`config.mk`:
```
export PLATFORM = sky130hd
export DESIGN_NAME = status_cmd_regs
export DESIGN_NICKNAME = d
export VERILOG_FILES = /design/src/rtl/scr_pkg.sv /design/src/rtl/scr_cmd.sv /design/src/rtl/scr_hold.sv /design/src/rtl/scr_status.sv /design/src/rtl/status_cmd_regs.sv
export SDC_FILE = /design/constraint.sdc
export NUM_CORES = 1
export LEC_CHECK = 0
export BUFFER_PORTS_ARGS = -buffer_cell sky130_fd_sc_hd__clkbuf_2
export CAP_MARGIN = 40
export CORE_MARGIN = 1
export CORE_UTILIZATION = 30
export CTS_CLUSTER_DIAMETER = 120
export DETAILED_ROUTE_END_ITERATION = 16
export PLACE_DENSITY_LB_ADDON = 0.08
export SYNTH_ARGS = -nofsm -noshare
export SYNTH_HDL_FRONTEND = slang
export SYNTH_SLANG_ARGS = --single-unit
export TNS_END_PERCENT = 50
```
`constraint.sdc`:
```
create_clock -name clk -period 1.9 [get_ports clk]
set_input_delay 0.38 -clock clk [delete_from_list [all_inputs] [get_ports clk]]
set_output_delay 0.38 -clock clk [all_outputs]
set_load 0.05 [all_outputs]
```
`src/rtl/scr_pkg.sv`:
```
package scr_pkg;

  localparam int unsigned EV_N = 7;

  // event line indices
  localparam int unsigned EV_VLOW  = 0;
  localparam int unsigned EV_VHIGH = 1;
  localparam int unsigned EV_UPD   = 2;

  // byte offsets of the two words
  localparam logic [7:0] OFS_STAT_LO = 8'h3C;
  localparam logic [7:0] OFS_STAT_HI = 8'h3D;
  localparam logic [7:0] OFS_CMD_LO  = 8'h3E;

  // command bit positions inside the low command byte
  localparam int unsigned CB_SWRST = 7;
  localparam int unsigned CB_CLR   = 4;
  localparam int unsigned CB_STORE = 3;
  localparam int unsigned CB_DAC   = 2;
  localparam int unsigned CB_FACT  = 1;
  localparam int unsigned CB_NULL  = 0;

  typedef struct packed {
    logic swrst;
    logic clr;
    logic nvstore;
    logic daclatch;
    logic factory;
    logic nul;
  } cmd_pulse_t;

  // place the seven flags at their status word positions
  function automatic logic [15:0] status_word(input logic [EV_N-1:0] f);
    logic [15:0] w;
    w      = '0;
    w[3:0] = f[3:0];
    w[5]   = f[4];
    w[8]   = f[5];
    w[9]   = f[6];
    return w;
  endfunction

endpackage

```
`src/rtl/scr_cmd.sv`:
```
module scr_cmd
  import scr_pkg::*;
(
  input  logic       clk,
  input  logic       rst_n,
  input  logic       wr_i,
  input  logic [7:0] wdata_i,
  output cmd_pulse_t pulse_o
);

  cmd_pulse_t pulse_d, pulse_q;

  always_comb begin
    pulse_d = '0;
    if (wr_i) begin
      pulse_d.swrst    = wdata_i[CB_SWRST];
      pulse_d.clr      = wdata_i[CB_CLR];
      pulse_d.nvstore  = wdata_i[CB_STORE];
      pulse_d.daclatch = wdata_i[CB_DAC];
      pulse_d.factory  = wdata_i[CB_FACT];
      pulse_d.nul      = wdata_i[CB_NULL];
    end
  end

  always_ff @(posedge clk or negedge rst_n) begin
    if (!rst_n) pulse_q <= '0;
    else        pulse_q <= pulse_d;
  end

  assign pulse_o = pulse_q;


  pulse_needs_write_chk: assert property (@(posedge clk) disable iff (!rst_n)
    !wr_i |=> (pulse_q == '0));


  pulse_single_chk: assert property (@(posedge clk) disable iff (!rst_n)
    (pulse_q != '0) |-> $past(wr_i));

endmodule

```
`src/rtl/scr_hold.sv`:
```
module scr_hold #(
  parameter int unsigned HOLD_CYCLES = 2_500_000
) (
  input  logic clk,
  input  logic rst_n,
  input  logic start_i,
  input  logic supply_bad_i,
  output logic busy_o,
  output logic fault_o
);

  localparam int unsigned CNT_W = $clog2(HOLD_CYCLES + 1);
  localparam logic [CNT_W-1:0] CNT_LOAD = CNT_W'(HOLD_CYCLES);

  logic [CNT_W-1:0] cnt_d, cnt_q;
  logic             cnt_en;

  assign busy_o = (cnt_q != '0);
  assign cnt_en = start_i || busy_o;

  always_comb begin
    cnt_d = cnt_q;
    if (start_i)     cnt_d = CNT_LOAD;
    else if (busy_o) cnt_d = cnt_q - 1'b1;
  end

  always_ff @(posedge clk or negedge rst_n) begin
    if (!rst_n)      cnt_q <= '0;
    else if (cnt_en) cnt_q <= cnt_d;
  end

  assign fault_o = busy_o && supply_bad_i;


  hold_load_chk: assert property (@(posedge clk) disable iff (!rst_n)
    start_i |=> (busy_o && cnt_q == CNT_LOAD));


  hold_step_chk: assert property (@(posedge clk) disable iff (!rst_n)
    (busy_o && !start_i) |=> (cnt_q == $past(cnt_q) - 1'b1));

endmodule

```
`src/rtl/scr_status.sv`:
```
module scr_status
  import scr_pkg::*;
(
  input  logic            clk,
  input  logic            rst_n,
  input  logic [EV_N-1:0] ev_i,
  input  logic            fault_i,
  input  logic            clr_i,
  output logic [EV_N-1:0] flags_o
);

  logic [EV_N-1:0] set_v;
  logic [EV_N-1:0] flags_d, flags_q;

  always_comb begin
    set_v         = ev_i;
    set_v[EV_UPD] = ev_i[EV_UPD] | fault_i;
  end

  for (genvar k = 0; k < EV_N; k++) begin : g_flag
    if (k == EV_VLOW || k == EV_VHIGH) begin : g_follow
      // supply flags track their line
      assign flags_d[k] = set_v[k];
    end else begin : g_sticky
      // sticky flags: a clear loses against an active set
      assign flags_d[k] = (flags_q[k] & ~clr_i) | set_v[k];
    end
  end

  always_ff @(posedge clk or negedge rst_n) begin
    if (!rst_n) flags_q <= '0;
    else        flags_q <= flags_d;
  end

  assign flags_o = flags_q;


  set_wins_chk: assert property (@(posedge clk) disable iff (!rst_n)
    (ev_i != '0) |=> ((flags_q & $past(ev_i)) == $past(ev_i)));


  supply_follow_chk: assert property (@(posedge clk) disable iff (!rst_n)
    !(ev_i[EV_VLOW] || ev_i[EV_VHIGH]) |=> !(flags_q[EV_VLOW] || flags_q[EV_VHIGH]));


  sticky_hold_chk: assert property (@(posedge clk) disable iff (!rst_n)
    !clr_i |=> ((flags_q[EV_N-1:2] & $past(flags_q[EV_N-1:2])) == $past(flags_q[EV_N-1:2])));


  hold_fault_chk: assert property (@(posedge clk) disable iff (!rst_n)
    fault_i |=> flags_q[EV_UPD]);

endmodule

```
`src/rtl/status_cmd_regs.sv`:
```
module status_cmd_regs
  import scr_pkg::*;
#(
  parameter int unsigned ADDR_W      = 8,
  parameter int unsigned HOLD_CYCLES = 2_500_000
) (
  input  logic              clk,
  input  logic              rst_n,
  input  logic [ADDR_W-1:0] bus_addr,
  input  logic              bus_we,
  input  logic [7:0]        bus_wdata,
  output logic [7:0]        bus_rdata,
  input  logic [6:0]        ev_in,
  output logic              sw_reset_p,
  output logic              clear_p,
  output logic              nv_store_p,
  output logic              dac_latch_p,
  output logic              factory_p,
  output logic              null_p,
  output logic              hold_busy
);

  localparam logic [ADDR_W-1:0] A_STAT_LO = ADDR_W'(OFS_STAT_LO);
  localparam logic [ADDR_W-1:0] A_STAT_HI = ADDR_W'(OFS_STAT_HI);
  localparam logic [ADDR_W-1:0] A_CMD_LO  = ADDR_W'(OFS_CMD_LO);

  // asynchronous assert, synchronous release
  logic [1:0] rst_sync_q;
  logic       rst_n_s;

  always_ff @(posedge clk or negedge rst_n) begin
    if (!rst_n) rst_sync_q <= 2'b00;
    else        rst_sync_q <= {rst_sync_q[0], 1'b1};
  end
  assign rst_n_s = rst_sync_q[1];

  logic            cmd_wr;
  cmd_pulse_t      pulse;
  logic            hold_start, hold_fault, supply_bad;
  logic [EV_N-1:0] flags;
  logic [15:0]     stat_w;

  assign cmd_wr = bus_we && (bus_addr == A_CMD_LO);

  scr_cmd u_cmd (
    .clk     (clk),
    .rst_n   (rst_n_s),
    .wr_i    (cmd_wr),
    .wdata_i (bus_wdata),
    .pulse_o (pulse)
  );

  assign hold_start = pulse.nvstore | pulse.factory | pulse.nul;
  assign supply_bad = ev_in[EV_VLOW] | ev_in[EV_VHIGH];

  scr_hold #(.HOLD_CYCLES(HOLD_CYCLES)) u_hold (
    .clk          (clk),
    .rst_n        (rst_n_s),
    .start_i      (hold_start),
    .supply_bad_i (supply_bad),
    .busy_o       (hold_busy),
    .fault_o      (hold_fault)
  );

  scr_status u_stat (
    .clk     (clk),
    .rst_n   (rst_n_s),
    .ev_i    (ev_in),
    .fault_i (hold_fault),
    .clr_i   (pulse.clr | pulse.swrst),
    .flags_o (flags)
  );

  assign stat_w = status_word(flags);

  always_comb begin
    unique case (bus_addr)
      A_STAT_LO: bus_rdata = stat_w[7:0];
      A_STAT_HI: bus_rdata = stat_w[15:8];
      default:   bus_rdata = 8'h00;
    endcase
  end

  assign sw_reset_p  = pulse.swrst;
  assign clear_p     = pulse.clr;
  assign nv_store_p  = pulse.nvstore;
  assign dac_latch_p = pulse.daclatch;
  assign factory_p   = pulse.factory;
  assign null_p      = pulse.nul;

endmodule

```
==> qor.csv, run 1 <==
metric,value,unit
status,finished with violations,
violated checks,negative setup slack,
fin nets,287,
largest family of logic cells by synthesized area,simple AND/OR/NAND/NOR gates,
setup_tns,-2880,ps
# rows,28,
met3 Resource Use GR,3.52,%
vias per inst,4.67,
Routed Antenna Nets,0,
post-layout util,47.5,%
R2R cell count,7,
full die area,6410,µm²
Longest Clk Path Bufs,2,
chip height,80.1,µm
Total GRT Usage,15.9,%
Synth area leaders,"dfrtp_1, xnor2_1, nor2_1",
period utilization,119,%
DP HPWL,3290,µm
Residual DRC,0,
TritonCTS clock tree,built,
clock skew,3.99,ps
Compound-Gate Fraction of Synth Area,11.1,%
routed len/inst,13.7,µm
Yosys top cell by area,dfrtp_1,
met1 Use GR,18.3,%
Filler Cell Count,556,
Pwr Total,2.14,mW
placed instance area,2360,µm²
CP Class,register to output pin,
clk root buf,clkbuf_8,
syn avg cell area,10.5,µm²
setup ws final,-352,ps
CTS Sinks,37,
first-pass GRT wire length,7750,µm
Final min period,2250,ps
worst path bufs/invs,2,
core box area,5890,µm²
Area Overhead vs Synth,52.7,%
FF-to-FF Start,u_hold.cnt_q[16],
gr ovfl total,0,
CTS Buf Count,5,
"Reg clk slew, reported paths",80,ps
initial core utilization,31.1,%
Slew headroom,57.5,%
Critical Path Fanout Max,2,
Critical Path AT,1870,ps
Synth Cell Area,1830,µm²
vias in the first global route,1686,
worst path cell trace,or4_4 > nor4_4 > buf_4 > nand2_4 > clkbuf_16,
worst-margin pin slew,638,ps
vias,1570,
max-slew violations,0,
slowest CP cell,or4_4,
Yosys top cell area share,50.6,%
Hold Crit Class,register to asynchronous set/reset pin,
final hold violation count,0,
pwr/cell area,767,nW/µm²
"worst slack, placed",-248,ps
GRT busiest layer,met2,
layout cells sized above 1,46.7,%
critical path depth in cells,5,
Max IR drop VDD,0.417,mV
Initial DRC Count,60,
fmax,0.444,GHz
Synth Area in Adders,0.684,%
PortBufs,35,
Diodes inserted,0,
Placer Congestion,0.826,
post-synthesis mux area share,1.64,%
clk_lat worst skew,290,ps
final setup violation count,18,
"Distinct cells, synth",39,
startpoint types,register,
# IOs,41,
first drt pass iteration count,4,
static leakage power,1.22,nW
Post-Synth Simple-Gate Area,26.1,%
post-synthesis register bit count,37,
H-tree depth,2,
CP max stage delay,580,ps
post-synthesis xor/xnor area fraction,6.22,%
Worst path top cell family by delay,simple AND/OR/NAND/NOR gates,
Synth warnings,0,
Worst Setup End Kind,output pin,
final wirelength,4610,µm
Critical path origin,u_hold.cnt_q[16],
cell area after layout,2790,µm²
largest net degree at the start of global routing,16,
initial antenna violation count,0,
RSZ-0062 raised after global routing,yes,
Crit path required time,1520,ps
# Max-Cap Violations,0,
cells after synthesis,175,
Die X-Extent,80.1,µm
met2 Usage GRT,28.9,%
sequential-to-total area share from yosys stat,50.6,%
-- flip-flops by register name, summed over array words and instances (netlist names) --
name	cells
u_hold.cnt_q	22
u_cmd.pulse_o	6
rst_sync_q	2
u_stat.flags_o	7
-- Yosys cell counts --
library cell and number:
dfrtp_1 37, nor2_1 19, nand2_1 16, xnor2_1 13, a21oi_1 12, and2_1 10, nor3_1 8, a211oi_1 4
a21o_1 4, nand3b_1 4, a2111oi_0 3, buf_4 3, mux2i_1 3, nor4_1 3, or3_1 3, buf_6 2
clkbuf_1 2, conb_1 2, inv_1 2, nand4_1 2, nor4_4 2, o21ai_0 2, or4_1 2, or4_4 2
a2111oi_1 1, a2111oi_2 1, a31o_2 1, and3_1 1, and4b_1 1, ha_1 1, nand2_4 1, nand2b_1 1
nand2b_4 1, nand4b_1 1, nor2b_1 1, o21ai_1 1, o31ai_1 1, or3b_1 1, or3b_4 1
-- area by class of cell --
class	instances	area [µm²]	share of cell area (%)
Clock buffer	6	82.6	2.96
Clock inverter	2	37.5	1.34
Inverter	2	7.51	0.269
Multi-Input combinational cell	131	1030	36.9
Sequential cell	37	926	33.1
Tap cell	75	93.8	3.36
Timing Repair Buffer	83	617	22.1
-- layout by cell type (no fill, tap or decap), types with 2 or more instances in the layout --
cell and instances:
buf_8 3, buf_4 40, conb_1 4, buf_6 6, nor2_1 17, and2_1 8
and2_4 2, a21oi_1 8, inv_1 2, a211oi_1 2, dfrtp_1 37, nand2_1 16
nor3_4 2, a21oi_2 3, mux2i_1 3, clkbuf_2 30, nor4_1 3, or3_1 3
a21o_1 4, a2111oi_4 4, xnor2_1 12, nor4_4 2, nor3_1 5, clkbuf_8 7
or4_4 4, nand3b_1 4, nand4_1 2
-- worst reg2reg max path, cell delays in order (launching register included) --
cell and delay, ps:
dfrtp_1 390, or4_4 580, buf_6 140, buf_6 110, nand3b_1 250, a2111oi_4 400
xnor2_1 160, nand2_1 60
-- stage by stage --
step / hold WS [ps] / cells
floorplan: 84.4 / 177
detailed placement: 170 / 320
global placement: 167 / 320
finish: 211 / 336
global route: 215 / 336
CTS: 194 / 333
-- where the power goes --
group,internal [mW],switching [mW]
logic,0.238,0.198
clock network,0.427,0.289
registers,0.884,0.106
total,1.55,0.594
-- logic make-up after synthesis --
group | Yosys count
simple gates | 80
flops | 37
compound gates | 30
xor+xnor | 13
buf+inv | 9
mux | 3
other cells | 2
fa+ha+maj | 1
-- path summary, 6_finish.rpt --
kind,endpoint,slack (ps)
worst min-delay path,u_hold.cnt_q[15],210
worst min register to register,u_hold.cnt_q[15],210
min in group clk,u_stat.flags_o[0],220
worst max-delay path,hold_busy,-350
max in group asynchronous,u_stat.flags_o[6],1130
worst max register to register,u_hold.cnt_q[18],-290
-- repair_timing --
item / CTS / global route
resized for setup: 24 / 31
endpoints found under the hold margin: 2 / 0
endpoints found under the setup margin: 26 / 28
setup buffers: 4 / 3
hold buffers: 1 / 0
pin swaps: 7 / 6
-- per-layer routing --
metal,vias to the layer above,part of all wire [%]
met5,-,0
met4,0,1.8
met3,9,4.4
met2,43,53
met1,743,40
li1,775,-
No activity file was read; power rests on OpenSTA's default activity.
==> run 2, diff against run 1 <==
Settings changed: CTS_BUF_LIST from default to sky130_fd_sc_hd__clkbuf_16, MAX_ROUTING_LAYER from default to met4.
==> run 2 against run 1 <==
  * The flow still finishes with violations (negative setup slack)
  * Total power grew 11%
  * Cell count grew 1.2%
  * Die area is the same
  * Critical path type unchanged
  * Largest cell class unchanged
  * Largest power group unchanged
==> qor.csv, run 2 (synthesis gave the netlist of run 1 again) <==
metric,value,unit,change
Crit path required time,1520,ps,about the same
# rows,28,,unchanged
PortBufs,35,,unchanged
initial antenna violation count,0,,unchanged
chip height,80.1,µm,unchanged
max FFs per register,22,,unchanged
cell area after layout,2890,µm²,+3.4%
full die area,6410,µm²,unchanged
RSZ-0062 raised after global routing,yes,,
fin nets,291,,+1.4%
worst path cell trace,or4_4 > nor4_4 > buf_4 > nand2_4 > clkbuf_16,,
clk_lat worst skew,280,ps,about the same
Slew headroom,57.7,%,+0.18 points
final hold violation count,0,,unchanged
CTS Sinks,37,,unchanged
Initial DRC Count,65,,+8.3%
Longest Clk Path Bufs,2,,unchanged
Critical Path Fanout Max,2,,unchanged
Placer Congestion,0.839,,+1.5%
sequential share of power,42.1,%,-4.1 points
routed len/inst,13.9,µm,+1.1%
CP max stage delay,570,ps,about the same
Total GRT Usage,16.4,%,+0.49 points
Net Sw Power,625,µW,+5.3%
Worst Setup End Kind,output pin,,
first drt pass iteration count,4,,unchanged
fmax,0.448,GHz,+0.84%
max-slew violations,0,,unchanged
clk root buf,clkbuf_16,,
slowest CP cell,or4_4,,
CTS Buf Count,5,,unchanged
period utilization,118,%,-0.99 points
combinational share of power,18.8,%,-1.5 points
vias per inst,4.73,,+1.2%
CP Class,register to output pin,,
pwr/cell area,820,nW/µm²,+6.9%
setup ws final,-333,ps,+18.8 ps
Routed Antenna Nets,0,,unchanged
first-pass GRT wire length,7780,µm,+0.45%
final wirelength,4710,µm,+2.3%
most frequent cells in the layout,"buf_4, dfrtp_1, clkbuf_2",,
DP HPWL,3290,µm,unchanged
Clock power frac,39.2,%,+5.8 points
gr ovfl total,0,,unchanged
worst-margin pin slew,635,ps,-2.68 ps
Residual DRC,0,,unchanged
layout cells sized above 1,47.5,%,+0.80 points
startpoint types,register,,
vias,1607,,+2.4%
"Reg clk slew, reported paths",60,ps,-20 ps
"commonest non-fill, non-tap cell in the layout",buf_4,,
Critical Path AT,1850,ps,-20 ps
final setup violation count,19,,+1
# Max-Cap Violations,0,,unchanged
Internal,1.74,mW,+13%
TritonCTS clock tree,built,,
Area Overhead vs Synth,57.9,%,
H-tree depth,2,,unchanged
violated checks,negative setup slack,,
static leakage power,1.28,nW,+4.9%
initial core utilization,31.1,%,unchanged
Die X-Extent,80.1,µm,unchanged
Max IR drop VDD,0.414,mV,-0.77%
hold_ws,208,ps,-2.99 ps
Final min period,2230,ps,-18.8 ps
Biggest register,u_hold.cnt_q,,
Hold Crit Class,register to asynchronous set/reset pin,,
largest net degree at the start of global routing,16,,unchanged
vias in the first global route,1707,,+1.2%
clock skew,3.53,ps,-0.455 ps
Diodes inserted,0,,unchanged
Filler Cell Count,560,,+0.72%
# IOs,41,,unchanged
Sw Share,26.4,%,-1.3 points
placed instance area,2360,µm²,unchanged
status,finished with violations,,
core box area,5890,µm²,unchanged
run 2: timing repair:
item,CTS,global route
setup buffers,4,8
endpoints found under the setup margin,26,28
cloned,0,0
pin swaps,7,12
hold buffers,1,0
endpoints found under the hold margin,2,0
resized for setup,25,33
run 2: critical path: cells and delay by family (launching register included):
kind / cells / cell delay (ps)
AND/OR/NAND/NOR: 3 / 850
flip-flops: 1 / 380
buffers and inverters: 2 / 350
run 2: power groups by stage:
stage               Sequential, mW  Clock, mW  Combinational (mW)
detailed placement           0.991          0               0.380
global route                  1.02      0.984               0.495
floorplan                     1.01          0               0.169
CTS                          0.987      0.955               0.397
global placement             0.990          0               0.367
finish                       0.996      0.927               0.445
run 2: area by class of cell:
class / instances / area, µm² / area share, %
inverters: 2 / 7.51 / 0.260
repair buffers: 87 / 654 / 22.7
clock inverters: 3 / 41.3 / 1.43
flip-flops and latches: 37 / 926 / 32.0
clock buffers: 5 / 125 / 4.33
well taps: 75 / 93.8 / 3.25
multi-input cells: 131 / 1040 / 36.0
run 2: worst paths after layout:
check,to,depth (start not counted),from,slack [ps]
hold reg to reg,u_hold.cnt_q[15],0,rst_sync_q[1],210
max in group asynchronous,u_stat.flags_o[1],1,rst_sync_q[1],1130
setup / recovery,hold_busy,5,u_hold.cnt_q[19],-330
setup reg to reg,u_hold.cnt_q[12],9,u_hold.cnt_q[1],-330
hold / removal,u_hold.cnt_q[15],0,rst_sync_q[1],210
min in group clk,u_stat.flags_o[0],1,ev_in[0],230
run 2: metrics by stage:
step	std cells	power [mW]	setup slack [ps]	util [%]	setup TNS [ps]
floorplan	177	1.17	-101	-	-512
global placement	320	1.36	-215	40.0	-2450
detailed placement	320	1.37	-248	40.0	-3090
CTS	333	2.34	-318	45.5	-2270
global route	340	2.49	-395	49.1	-5210
finish	340	2.37	-333	49.1	-3140
run 2: routing by layer:
| metal | vias up | track usage [%] | part of all wire (%) |
|---|---|---|---|
| li1 | 789 | - | - |
| met1 | 772 | 18.2 | 42 |
| met2 | 40 | 28.6 | 53 |
| met3 | 6 | 3.52 | 3.7 |
| met4 | 0 | 6.79 | 1.3 |
| met5 | - | - | 0 |
